==> src/rtl/stripe_pkg.sv <==
`timescale 1ns/1ps
package stripe_pkg;
   typedef enum logic [1:0] {
      OP_READ   = 2'd0,
      OP_PWRITE = 2'd1,
      OP_FWRITE = 2'd2,
      OP_RSVD   = 2'd3
   } stripe_op_e;

   typedef enum logic [2:0] {
      ST_IDLE,
      ST_TAKE,
      ST_PUT_A,
      ST_PUT_B,
      ST_DRAIN,
      ST_DONE
   } eng_state_e;
endpackage

==> src/rtl/stripe_layout.sv <==
`timescale 1ns/1ps
module stripe_layout #(
   parameter int N_DISK   = 5,
   parameter int IDX_W    = 3,
   parameter int STRIPE_W = 8,
   parameter bit ROTATE   = 1'b1
) (
   input  logic [STRIPE_W-1:0] stripe,
   output logic [IDX_W-1:0]    par_disk
);
   generate
      if (ROTATE) begin : g_rotate
         logic [STRIPE_W-1:0] slot;
         assign slot     = stripe % STRIPE_W'(N_DISK);
         assign par_disk = IDX_W'(N_DISK - 1) - IDX_W'(slot);
      end else begin : g_fixed
         logic unused_stripe;
         assign unused_stripe = ^stripe;
         assign par_disk      = IDX_W'(N_DISK - 1);
      end
   endgenerate
endmodule

==> src/rtl/strip_place.sv <==
`timescale 1ns/1ps
module strip_place #(
   parameter int IDX_W = 3
) (
   input  logic [IDX_W-1:0] par_disk,
   input  logic [IDX_W-1:0] strip,
   output logic [IDX_W-1:0] disk
);
   // data strips skip over the parity slot
   assign disk = (strip < par_disk) ? strip : strip + IDX_W'(1);
endmodule

==> src/rtl/cmd_screen.sv <==
`timescale 1ns/1ps
module cmd_screen
   import stripe_pkg::*;
#(
   parameter int N_DATA = 4,
   parameter int IDX_W  = 3,
   parameter int CNT_W  = 3
) (
   input  stripe_op_e         op,
   input  logic [IDX_W-1:0]   strip,
   input  logic [N_DATA:0]    fail,
   input  logic [IDX_W-1:0]   par_disk,
   output logic               bad,
   output logic               rebuild,
   output logic [IDX_W-1:0]   fail_disk,
   output logic [CNT_W-1:0]   need
);
   localparam int N_DISK = N_DATA + 1;

   int nfail;

   always_comb begin
      nfail     = 0;
      fail_disk = '0;
      for (int i = 0; i < N_DISK; i++) begin
         if (fail[i]) begin
            nfail     = nfail + 1;
            fail_disk = IDX_W'(i);
         end
      end
      bad = 1'b0;
      if (nfail > 1) bad = 1'b1;
      if (op == OP_RSVD) bad = 1'b1;
      if (op == OP_PWRITE && int'(strip) >= N_DATA) bad = 1'b1;
      if (op == OP_READ && nfail == 1 && fail_disk == par_disk) bad = 1'b1;
      rebuild = (op == OP_READ) && (nfail == 1) && !bad;
      case (op)
         OP_READ:   need = rebuild ? CNT_W'(N_DISK - 1) : CNT_W'(N_DISK);
         OP_PWRITE: need = CNT_W'(3);
         default:   need = CNT_W'(N_DATA);
      endcase
   end
endmodule

==> src/rtl/xor_accum.sv <==
`timescale 1ns/1ps
module xor_accum #(
   parameter int DATA_W = 32
) (
   input  logic              clk,
   input  logic              rst_n,
   input  logic              clr,
   input  logic              en,
   input  logic [DATA_W-1:0] d,
   output logic [DATA_W-1:0] q
);
   always_ff @(posedge clk or negedge rst_n) begin
      if (!rst_n)   q <= '0;
      else if (clr) q <= '0;
      else if (en)  q <= q ^ d;
   end
endmodule

==> src/rtl/stripe_parity_engine.sv <==
`timescale 1ns/1ps
module stripe_parity_engine
   import stripe_pkg::*;
#(
   parameter int DATA_W   = 32,
   parameter int N_DATA   = 4,
   parameter int IDX_W    = 3,
   parameter int STRIPE_W = 8,
   parameter bit ROTATE   = 1'b1
) (
   input  logic                clk,
   input  logic                rst_n,
   input  logic                cmd_valid,
   output logic                cmd_ready,
   input  logic [1:0]          cmd_op,
   input  logic [IDX_W-1:0]    cmd_strip,
   input  logic [STRIPE_W-1:0] cmd_stripe,
   input  logic [N_DATA:0]     cmd_fail,
   input  logic                in_valid,
   output logic                in_ready,
   input  logic [DATA_W-1:0]   in_data,
   output logic                out_valid,
   input  logic                out_ready,
   output logic [DATA_W-1:0]   out_data,
   output logic [IDX_W-1:0]    out_disk,
   output logic                done,
   output logic                err_parity,
   output logic                err_cmd
);
   localparam int N_DISK = N_DATA + 1;
   localparam int CNT_W  = $clog2(N_DISK + 1);

   generate
      if (N_DATA < 2) begin : g_chk_ndata
         $error("stripe_parity_engine: N_DATA must be at least 2");
      end
      if ((1 << IDX_W) < N_DISK) begin : g_chk_idx
         $error("stripe_parity_engine: IDX_W too narrow for the disk count");
      end
      if ((1 << STRIPE_W) <= N_DISK) begin : g_chk_stripe
         $error("stripe_parity_engine: STRIPE_W too narrow for the disk count");
      end
   endgenerate

   eng_state_e state_q, state_d;
   stripe_op_e op_q, cmd_op_e;

   logic [IDX_W-1:0]  par_now, tgt_now, fail_now, run_disk;
   logic              bad_now, rebuild_now;
   logic [CNT_W-1:0]  need_now;

   logic [IDX_W-1:0]  par_q, tgt_q, fail_q;
   logic              rebuild_q, cmd_bad_q, par_bad_q;
   logic [CNT_W-1:0]  need_q, cnt_q;
   logic [DATA_W-1:0] hold_q, acc_q;

   logic              out_valid_q;
   logic [DATA_W-1:0] out_data_q;
   logic [IDX_W-1:0]  out_disk_q;

   logic              cmd_fire, in_fire, last_in, out_pop;
   logic              load_en;
   logic [DATA_W-1:0] load_data;
   logic [IDX_W-1:0]  load_disk;

   assign cmd_op_e = stripe_op_e'(cmd_op);

   stripe_layout #(
      .N_DISK(N_DISK), .IDX_W(IDX_W), .STRIPE_W(STRIPE_W), .ROTATE(ROTATE)
   ) u_layout (
      .stripe(cmd_stripe), .par_disk(par_now)
   );

   strip_place #(.IDX_W(IDX_W)) u_tgt_place (
      .par_disk(par_now), .strip(cmd_strip), .disk(tgt_now)
   );

   strip_place #(.IDX_W(IDX_W)) u_run_place (
      .par_disk(par_q), .strip(IDX_W'(cnt_q)), .disk(run_disk)
   );

   cmd_screen #(.N_DATA(N_DATA), .IDX_W(IDX_W), .CNT_W(CNT_W)) u_screen (
      .op(cmd_op_e), .strip(cmd_strip), .fail(cmd_fail), .par_disk(par_now),
      .bad(bad_now), .rebuild(rebuild_now), .fail_disk(fail_now), .need(need_now)
   );

   xor_accum #(.DATA_W(DATA_W)) u_acc (
      .clk(clk), .rst_n(rst_n), .clr(cmd_fire), .en(in_fire), .d(in_data), .q(acc_q)
   );

   assign cmd_ready = (state_q == ST_IDLE);
   assign cmd_fire  = cmd_valid && cmd_ready;
   assign in_ready  = (state_q == ST_TAKE) && !out_valid_q;
   assign in_fire   = in_valid && in_ready;
   assign last_in   = in_fire && (cnt_q == need_q - CNT_W'(1));
   assign out_pop   = out_valid_q && out_ready;

   always_comb begin
      state_d   = state_q;
      load_en   = 1'b0;
      load_data = acc_q;
      load_disk = par_q;
      case (state_q)
         ST_IDLE: begin
            if (cmd_valid) state_d = bad_now ? ST_DONE : ST_TAKE;
         end
         ST_TAKE: begin
            if (in_fire && op_q == OP_FWRITE) begin
               load_en   = 1'b1;
               load_data = in_data;
               load_disk = run_disk;
            end
            if (last_in) begin
               case (op_q)
                  OP_PWRITE: state_d = ST_PUT_A;
                  OP_FWRITE: state_d = ST_PUT_B;
                  default:   state_d = rebuild_q ? ST_PUT_B : ST_DONE;
               endcase
            end
         end
         ST_PUT_A: begin
            if (!out_valid_q) begin
               load_en   = 1'b1;
               load_data = hold_q;
               load_disk = tgt_q;
               state_d   = ST_PUT_B;
            end
         end
         ST_PUT_B: begin
            if (!out_valid_q) begin
               load_en   = 1'b1;
               load_data = acc_q;
               load_disk = rebuild_q ? fail_q : par_q;
               state_d   = ST_DRAIN;
            end
         end
         ST_DRAIN: begin
            if (!out_valid_q) state_d = ST_DONE;
         end
         ST_DONE: state_d = ST_IDLE;
         default: state_d = ST_IDLE;
      endcase
   end

   always_ff @(posedge clk or negedge rst_n) begin
      if (!rst_n) begin
         state_q     <= ST_IDLE;
         op_q        <= OP_READ;
         par_q       <= '0;
         tgt_q       <= '0;
         fail_q      <= '0;
         rebuild_q   <= 1'b0;
         need_q      <= '0;
         cnt_q       <= '0;
         hold_q      <= '0;
         cmd_bad_q   <= 1'b0;
         par_bad_q   <= 1'b0;
         out_valid_q <= 1'b0;
         out_data_q  <= '0;
         out_disk_q  <= '0;
      end else begin
         state_q <= state_d;
         if (cmd_fire) begin
            op_q      <= cmd_op_e;
            par_q     <= par_now;
            tgt_q     <= tgt_now;
            fail_q    <= fail_now;
            rebuild_q <= rebuild_now;
            need_q    <= need_now;
            cnt_q     <= '0;
            cmd_bad_q <= bad_now;
            par_bad_q <= 1'b0;
         end
         if (in_fire) begin
            cnt_q <= cnt_q + CNT_W'(1);
            // the last word of a partial write is the new strip word
            if (op_q == OP_PWRITE) hold_q <= in_data;
            if (last_in && op_q == OP_READ && !rebuild_q)
               par_bad_q <= |(acc_q ^ in_data);
         end
         if (load_en) begin
            out_valid_q <= 1'b1;
            out_data_q  <= load_data;
            out_disk_q  <= load_disk;
         end else if (out_pop) begin
            out_valid_q <= 1'b0;
         end
      end
   end

   assign out_valid  = out_valid_q;
   assign out_data   = out_data_q;
   assign out_disk   = out_disk_q;
   assign done       = (state_q == ST_DONE);
   assign err_cmd    = done && cmd_bad_q;
   assign err_parity = done && par_bad_q;
endmodule

==> config.mk <==
export PLATFORM = sky130hd
export DESIGN_NAME = stripe_parity_engine
export DESIGN_NICKNAME = d
export VERILOG_FILES = /design/src/rtl/stripe_pkg.sv /design/src/rtl/stripe_layout.sv /design/src/rtl/strip_place.sv /design/src/rtl/cmd_screen.sv /design/src/rtl/xor_accum.sv /design/src/rtl/stripe_parity_engine.sv
export SDC_FILE = /design/constraint.sdc
export NUM_CORES = 1
export LEC_CHECK = 0
export ABC_AREA = 1
export BUFFER_PORTS_ARGS = -buffer_cell sky130_fd_sc_hd__buf_2
export CAP_MARGIN = 20
export CORE_MARGIN = 4
export CORE_UTILIZATION = 25
export DETAILED_ROUTE_END_ITERATION = 12
export GPL_ROUTABILITY_DRIVEN = 0
export GPL_TIMING_DRIVEN = 0
export PLACE_DENSITY = 0.46
export SYNTH_ARGS = -nofsm -noshare
export SYNTH_HDL_FRONTEND = slang
export SYNTH_SLANG_ARGS = --single-unit
==> constraint.sdc <==
create_clock -name clk -period 3.24 [get_ports clk]
set_clock_uncertainty 0.1 [all_clocks]
set_input_delay 0.648 -clock clk [delete_from_list [all_inputs] [get_ports clk]]
set_output_delay 0.648 -clock clk [all_outputs]
set_load 0.01 [all_outputs]
==> After elaboration in Yosys (flattened, before gate mapping) <==
Cells that the tools add are included.
{ "op_classes": {"multipliers": 0, "n_lt_le_gt_ge": 4, "bitwise_logic": 1, "eq_ne": 17, "n_mux": 46, "n_reduce_logical": 26, "addsub": 8, "shifts": 0, "n_div": 1} }
{ "op_table": {"columns": ["operator", "count"], "rows": [
  ["$mux W32", 8],
  ["$add A32 B2 Y32 const B", 3],
  ["$pmux W32 S2", 1],
  ["$mux W3", 16],
  ["$eq A32 B2 Y1 const B", 1],
  ["$gt A32 B2 Y1 const B", 1],
  ["$reduce_or A32 Y1", 1],
  ["$xor A32 B32 Y32", 1],
  ["$pmux W3 S5", 1],
  ["$logic_and A1 B1 Y1", 14],
  ["$mux W1", 14],
  ["$pmux W3 S2", 2],
  ["$ne A2 B2 Y1 const B", 5],
  ["$pmux W3 S3", 1],
  ["$mod A8 B3 Y8 const B", 1],
  ["$add A3 B1 Y3 const B", 2],
  ["$eq A3 B2 Y1 const B", 2],
  ["$eq A3 B3 Y1", 2],
  ["$eq A3 B3 Y1 const B", 2],
  ["$lt A3 B3 Y1", 2],
  ["$reduce_and A5 Y1", 1],
  ["$eq A2 B1 Y1 const B", 2],
  ["$eq A2 B2 Y1 const B", 2],
  ["$logic_not A2 Y1", 2],
  ["other kinds (12)", 16]
]} }
{ "totals": {"ramBits": 0, "mem_count": 0, "elab_cells": 118, "regBits": 123, "in_bits": 55, "output_inout_bits": 41, "mem_bits_ro": 0, "latch_bits": 0} }

==> Logic depth before layout (Yosys ltp) <==
{ "logic_depth": {"ltp_word": 18, "mapped_depth": 39, "mapped_depth_nobuf": 39} }

==> By module <==
A second synthesis with hierarchy kept.
{ "unflattened": {"hier_cells": 1178, "area_unflattened_um2": 8619.5} }
{ "by_module_without_submodules": {"columns": ["module", "area_each_um2", "instances", "seq_area_each_um2", "cells_per_inst"], "rows": [
  ["stripe_parity_engine", 5541.6, 1, 2277.2, 739],
  ["xor_accum", 1561.5, 1, 800.8, 171],
  ["stripe_layout", 802.0, 1, 0.0, 142],
  ["cmd_screen", 444.2, 1, 0.0, 82],
  ["strip_place", 135.1, 2, 0.0, 22]
]} }

==> Worst setup path before layout <==
Ideal clock, no wire load.
{ "synth_timing": {"path_kind": "input port to flip-flop", "start": "input port cmd_stripe[5]", "end": "register tgt_q[2]", "setup_time_ps": 77, "required_ps": 3063, "arrival_ps": 4159, "stages": 37, "path_slack_ps": -1095, "path_buffers": 0, "cell_sequence": "inv_1 nand3_1 nand3_1 nand2_2 nand2_2 nand2_1 nand2_1 inv_2 nand2_2 nand2_2 nand2_1 nand2_2 inv_2 nand2_1 nand3_1 nand2_4 ha_1 inv_1 nand2_1 nand2_4 nand3_4 xor2_1 ha_1 inv_1 nand3_2 nand4_2 nand2_2 nand2_4 nand3_1 nand2_1 ha_1 a21oi_1 nand2_1 nand2_1 xnor2_1 nand2_1 o21ai_1"} }
{ "synth_via": {"elab_chain_cells": 4} }
{ "synth_rtl": {"columns": ["item", "line", "source"], "rows": [
  ["start, declared", "stripe_parity_engine.sv:17", "input logic [STRIPE_W-1:0] cmd_stripe,"],
  ["$mod A8 B3 Y8", "stripe_layout.sv:14", "assign slot = stripe % STRIPE_W'(N_DISK);"],
  ["$sub A3 B3 Y3", "stripe_layout.sv:15", "assign par_disk = IDX_W'(N_DISK - 1) - IDX_W'(slot);"],
  ["$lt A3 B3 Y1", "strip_place.sv:10", "assign disk = (strip < par_disk) ? strip : strip + IDX_W'(1);"],
  ["$mux W3", "strip_place.sv:10", null],
  ["end signal, assigned", "stripe_parity_engine.sv:166", "tgt_q <= tgt_now;"],
  ["end, declared", "stripe_parity_engine.sv:52", "logic [IDX_W-1:0] par_q, tgt_q, fail_q;"]
]} }
Every way passes these cells.
A chain may end at the register's enable or synchronous reset.

==> Worst setup path after layout <==
{ "layout_timing": {"start": "input port cmd_stripe[5]", "end": "register tgt_q[1]"} }
Same word-level chain as after synthesis.

==> impl_metrics.csv <==
group,metric,value,unit
clock_tree,clk_path_buf_depth,2,
die,starting_density_of_the_core,25.52,%
sta,total_count_of_hold_check_failures_in_the_final_report,0,
worst_setup_path,critical_path.max_fanout,6,
grt,antenna_found_initial,0,
worst_setup_path,crit_path_start_kind,"primary input",
worst_hold_path,timing.hold.worst.class,"primary input to asynchronous set/reset pin",
route,via_count,6606,
grt,grt_first_pass_wirelength,35.85,mm
place,dp_slack,-1462,ps
final_layout,syn2layout_area_growth,33.08,%
clock_tree,htree_num_levels,4,
pwr,powerDensity,980.3,nW/um^2
final_layout,finish.utilization,33.96,%
sta,worst_hold_slack,7.644,ps
worst_setup_path,crit_path_frequent_cell,"nand2_4",
run,max_cap_viols,0,
route,routed_via_density,4.692,
die,io_pins,96,
die,row_count,61,
outcome,violated_checks,"negative setup slack",
final_layout,layout.cells.most_common_list,"nand2_1 (123), dfrtp_1 (123), inv_1 (91), buf_2 (91), o21ai_0 (77)",
sta,setup_repair_after_global_routing_missed_its_margin,"true",
sta,setup_ws,-711.1,ps
place,dp_hpwl,16.56,mm
clock_tree,cts_hold_buffers,0,
die,core_area,27930,sq um
final_layout,antenna_cells,0,
pwr,ir_drop_worst_vdd,0.3800,mV
sta,post-route-min-period,3951,ps
sta,finalMaxSlewViolations,0,
synth,mappedNetlistArea,7129,sq um
die,chipHeight,176.9,um
route,drtPass1Iterations,5,
synth,postSynthRegisterBits,123,
die,dieArea,31280,sq um
clock_tree,cts_root_buffer,"clkbuf_16",
clock_tree,clock_slew_at_the_register_clock_pins_of_the_worst_setup_and_hold_paths,60,ps
final_layout,layout.nets,1091,
clock_tree,clock_buffer_count_from_cts,17,
final_layout,sequential_cell_area,3078,sq um
worst_setup_path,slack_of_the_worst_reg_to_reg_path,310,ps
sta,timing.final.setup_violations,9,
worst_setup_path,crit_path_start,"cmd_stripe[5]",
clock_tree,clk_latency,430,ps
worst_setup_path,critical_path_class,"primary input to flop",
die,chipWidth,176.9,um
place,place.port_buffers,95,
pwr,post_route_total_power,9.301,mW
sta,slew-limit-headroom,41.03,%
worst_setup_path,critical_path_required,3430,ps
grt,grt_max_degree,90,
grt,grt_pass1_vias,6500,
route,routed_wirelength,22.84,mm
sta,worstMarginPinSlew,862.3,ps
outcome,run_status,"complete, but fails checks",
clock_tree,cts_sinks,123,
synth,yosysSeqAreaShare,43.17,%
route,post_drt_wl_per_cell,16.22,um
final_layout,share_of_final_layout_standard_cells_stronger_than_drive_strength_1,27.48,%
final_layout,footprint_of_the_multi_input_gates,3896,sq um
route,route.detailed.drc,0,
route,ant_nets,0,
final_layout,fill_cells,3003,
grt,grt_overflow,0,
synth,synthesis.yosys.warnings,0,
sta,clock.fmax,253.1,MHz
worst_setup_path,critical_path_arrival,4140,ps
synth,postSynthCellCount,869,
worst_setup_path,reg2reg_from,"state_q[0]$_DFFE_PN0P_",
worst_setup_path,timing.critical_path.to_type,"flop",
route,detail_route.iter0.violations,379,
pwr,p_leak,4.326,nW
worst_setup_path,crit_slowest_cell,"ha_4",
worst_setup_path,slowest_delay,260,ps
synth,postSynthNetCount,943,
synth,postSynthAreaPerCell,8.204,sq um
sta,fin_crit_sh,121.9,%
synth,netlist-cell-type-count,44,
grt,grt_use_total,14.60,%
clock_tree,cts_tree,"built",
-- critical path, delay by kind of cell --
kind | cells | cell delay (ps)
XOR/XNOR | 1 | 170
adder cells (fa/ha/maj) | 3 | 610
buffers and inverters | 7 | 490
AND/OR/NAND/NOR | 24 | 1830
AO/OA/AOI/OAI | 3 | 360
-- final cells by class --
type,instances,area share [%]
clock buffers,19,4.774
well taps,378,4.985
clock inverters,13,1.991
repair buffers,129,8.862
flip-flops and latches,123,32.44
multi-input cells,605,41.07
plain buffers,36,1.530
inverters,105,4.352
-- cells in the mapped netlist --
master,count,area share (%)
o211ai_1,7,0.74
o21ai_0,82,5.8
a21o_1,1,0.11
a2111oi_0,2,0.25
clkbuf_1,33,1.7
mux2_2,20,3.2
a221oi_1,17,2.1
nand3_4,1,0.25
o21a_1,1,0.11
dfrtp_1,123,43
ha_1,19,3.3
o22ai_1,14,1.2
a22o_1,4,0.49
nand3_2,4,0.56
xor2_1,23,2.8
nand3_1,28,2.0
and2_1,1,0.088
inv_1,97,5.1
nor2_2,1,0.088
nand2_1,139,7.3
nand4_1,10,0.88
nand2_2,19,1.7
clkinv_1,2,0.11
o221ai_1,1,0.12
nand2_4,3,0.47
xnor2_1,22,2.7
a41oi_1,9,1.1
a31oi_1,7,0.61
nor4_1,4,0.35
buf_1,3,0.16
or2_2,1,0.088
nor2_1,67,3.5
nand3b_1,1,0.11
o211ai_2,1,0.18
o41ai_1,1,0.12
inv_2,6,0.32
a21oi_1,78,5.5
or4_1,1,0.11
o31ai_1,1,0.11
o21ai_1,6,0.42
nor3_1,5,0.35
nor2_4,1,0.16
o2111a_1,1,0.16
nand4_2,2,0.35
-- per-layer routing --
layer  global-route usage (%)  share of wire [%]  up-vias
li1                         -                  -     3249
met1                    19.69                 46     3216
met2                    23.95                 48      119
met3                    2.927                4.7       22
met4                    3.965                1.3        0
met5                        0                  0        -
-- stage by stage --
step                      TNS [ps]  cells  cell area, sq um
after floorplan              -4288    869              7262
after global placement      -76530   1342              8210
after detailed placement    -24490   1343              8244
after CTS                    -4219   1393              9189
after global routing         -6837   1408              9488
final                        -4624   1408              9488
-- final timing paths --
check	endpoint	cells past startpoint
worst max register to register	u_acc.q[26]$_DFFE_PN0P_	11
worst min register to register	hold_q[19]$_DFFE_PN0P_	2
worst min-delay path	out_data[14]$_DFFE_PN0P_	1
max in group asynchronous	cnt_q[1]$_DFFE_PN0P_	2
worst max-delay path	tgt_q[1]$_DFFE_PN0P_	38
min in group clk	out_valid$_DFFE_PN0P_	2
-- where the power goes --
group	switching (mW)	leakage (nW)	internal, mW	total, mW
logic	2.68	2.50	1.82	4.50
registers	0.457	1.52	2.25	2.71
clock network	0.761	0.310	1.33	2.10
-- cell families (layout without fill, tap and decap cells) --
kind of cell | after synthesis | count (layout) | share of synthesized area (%)
XOR/XNOR | 45 | 45 | 5.528
flip-flops | 123 | 123 | 43.17
buffers and inverters | 141 | 302 | 7.424
AO/OA/AOI/OAI | 233 | 233 | 19.06
AND/OR/NAND/NOR | 288 | 288 | 18.32
multiplexers | 20 | 20 | 3.159
adder cells (fa/ha/maj) | 19 | 19 | 3.335
-- what timing repair did --
| item | CTS | global route |
|---|---|---|
| setup buffers | 19 | 19 |
| gates resized for setup | 47 | 45 |
| pin swaps | 27 | 20 |
| endpoints found under the setup margin | 57 | 50 |
| gates cloned | 0 | 0 |
| endpoints found under the hold margin | 0 | 0 |
(Power assumes the default switching activity.)
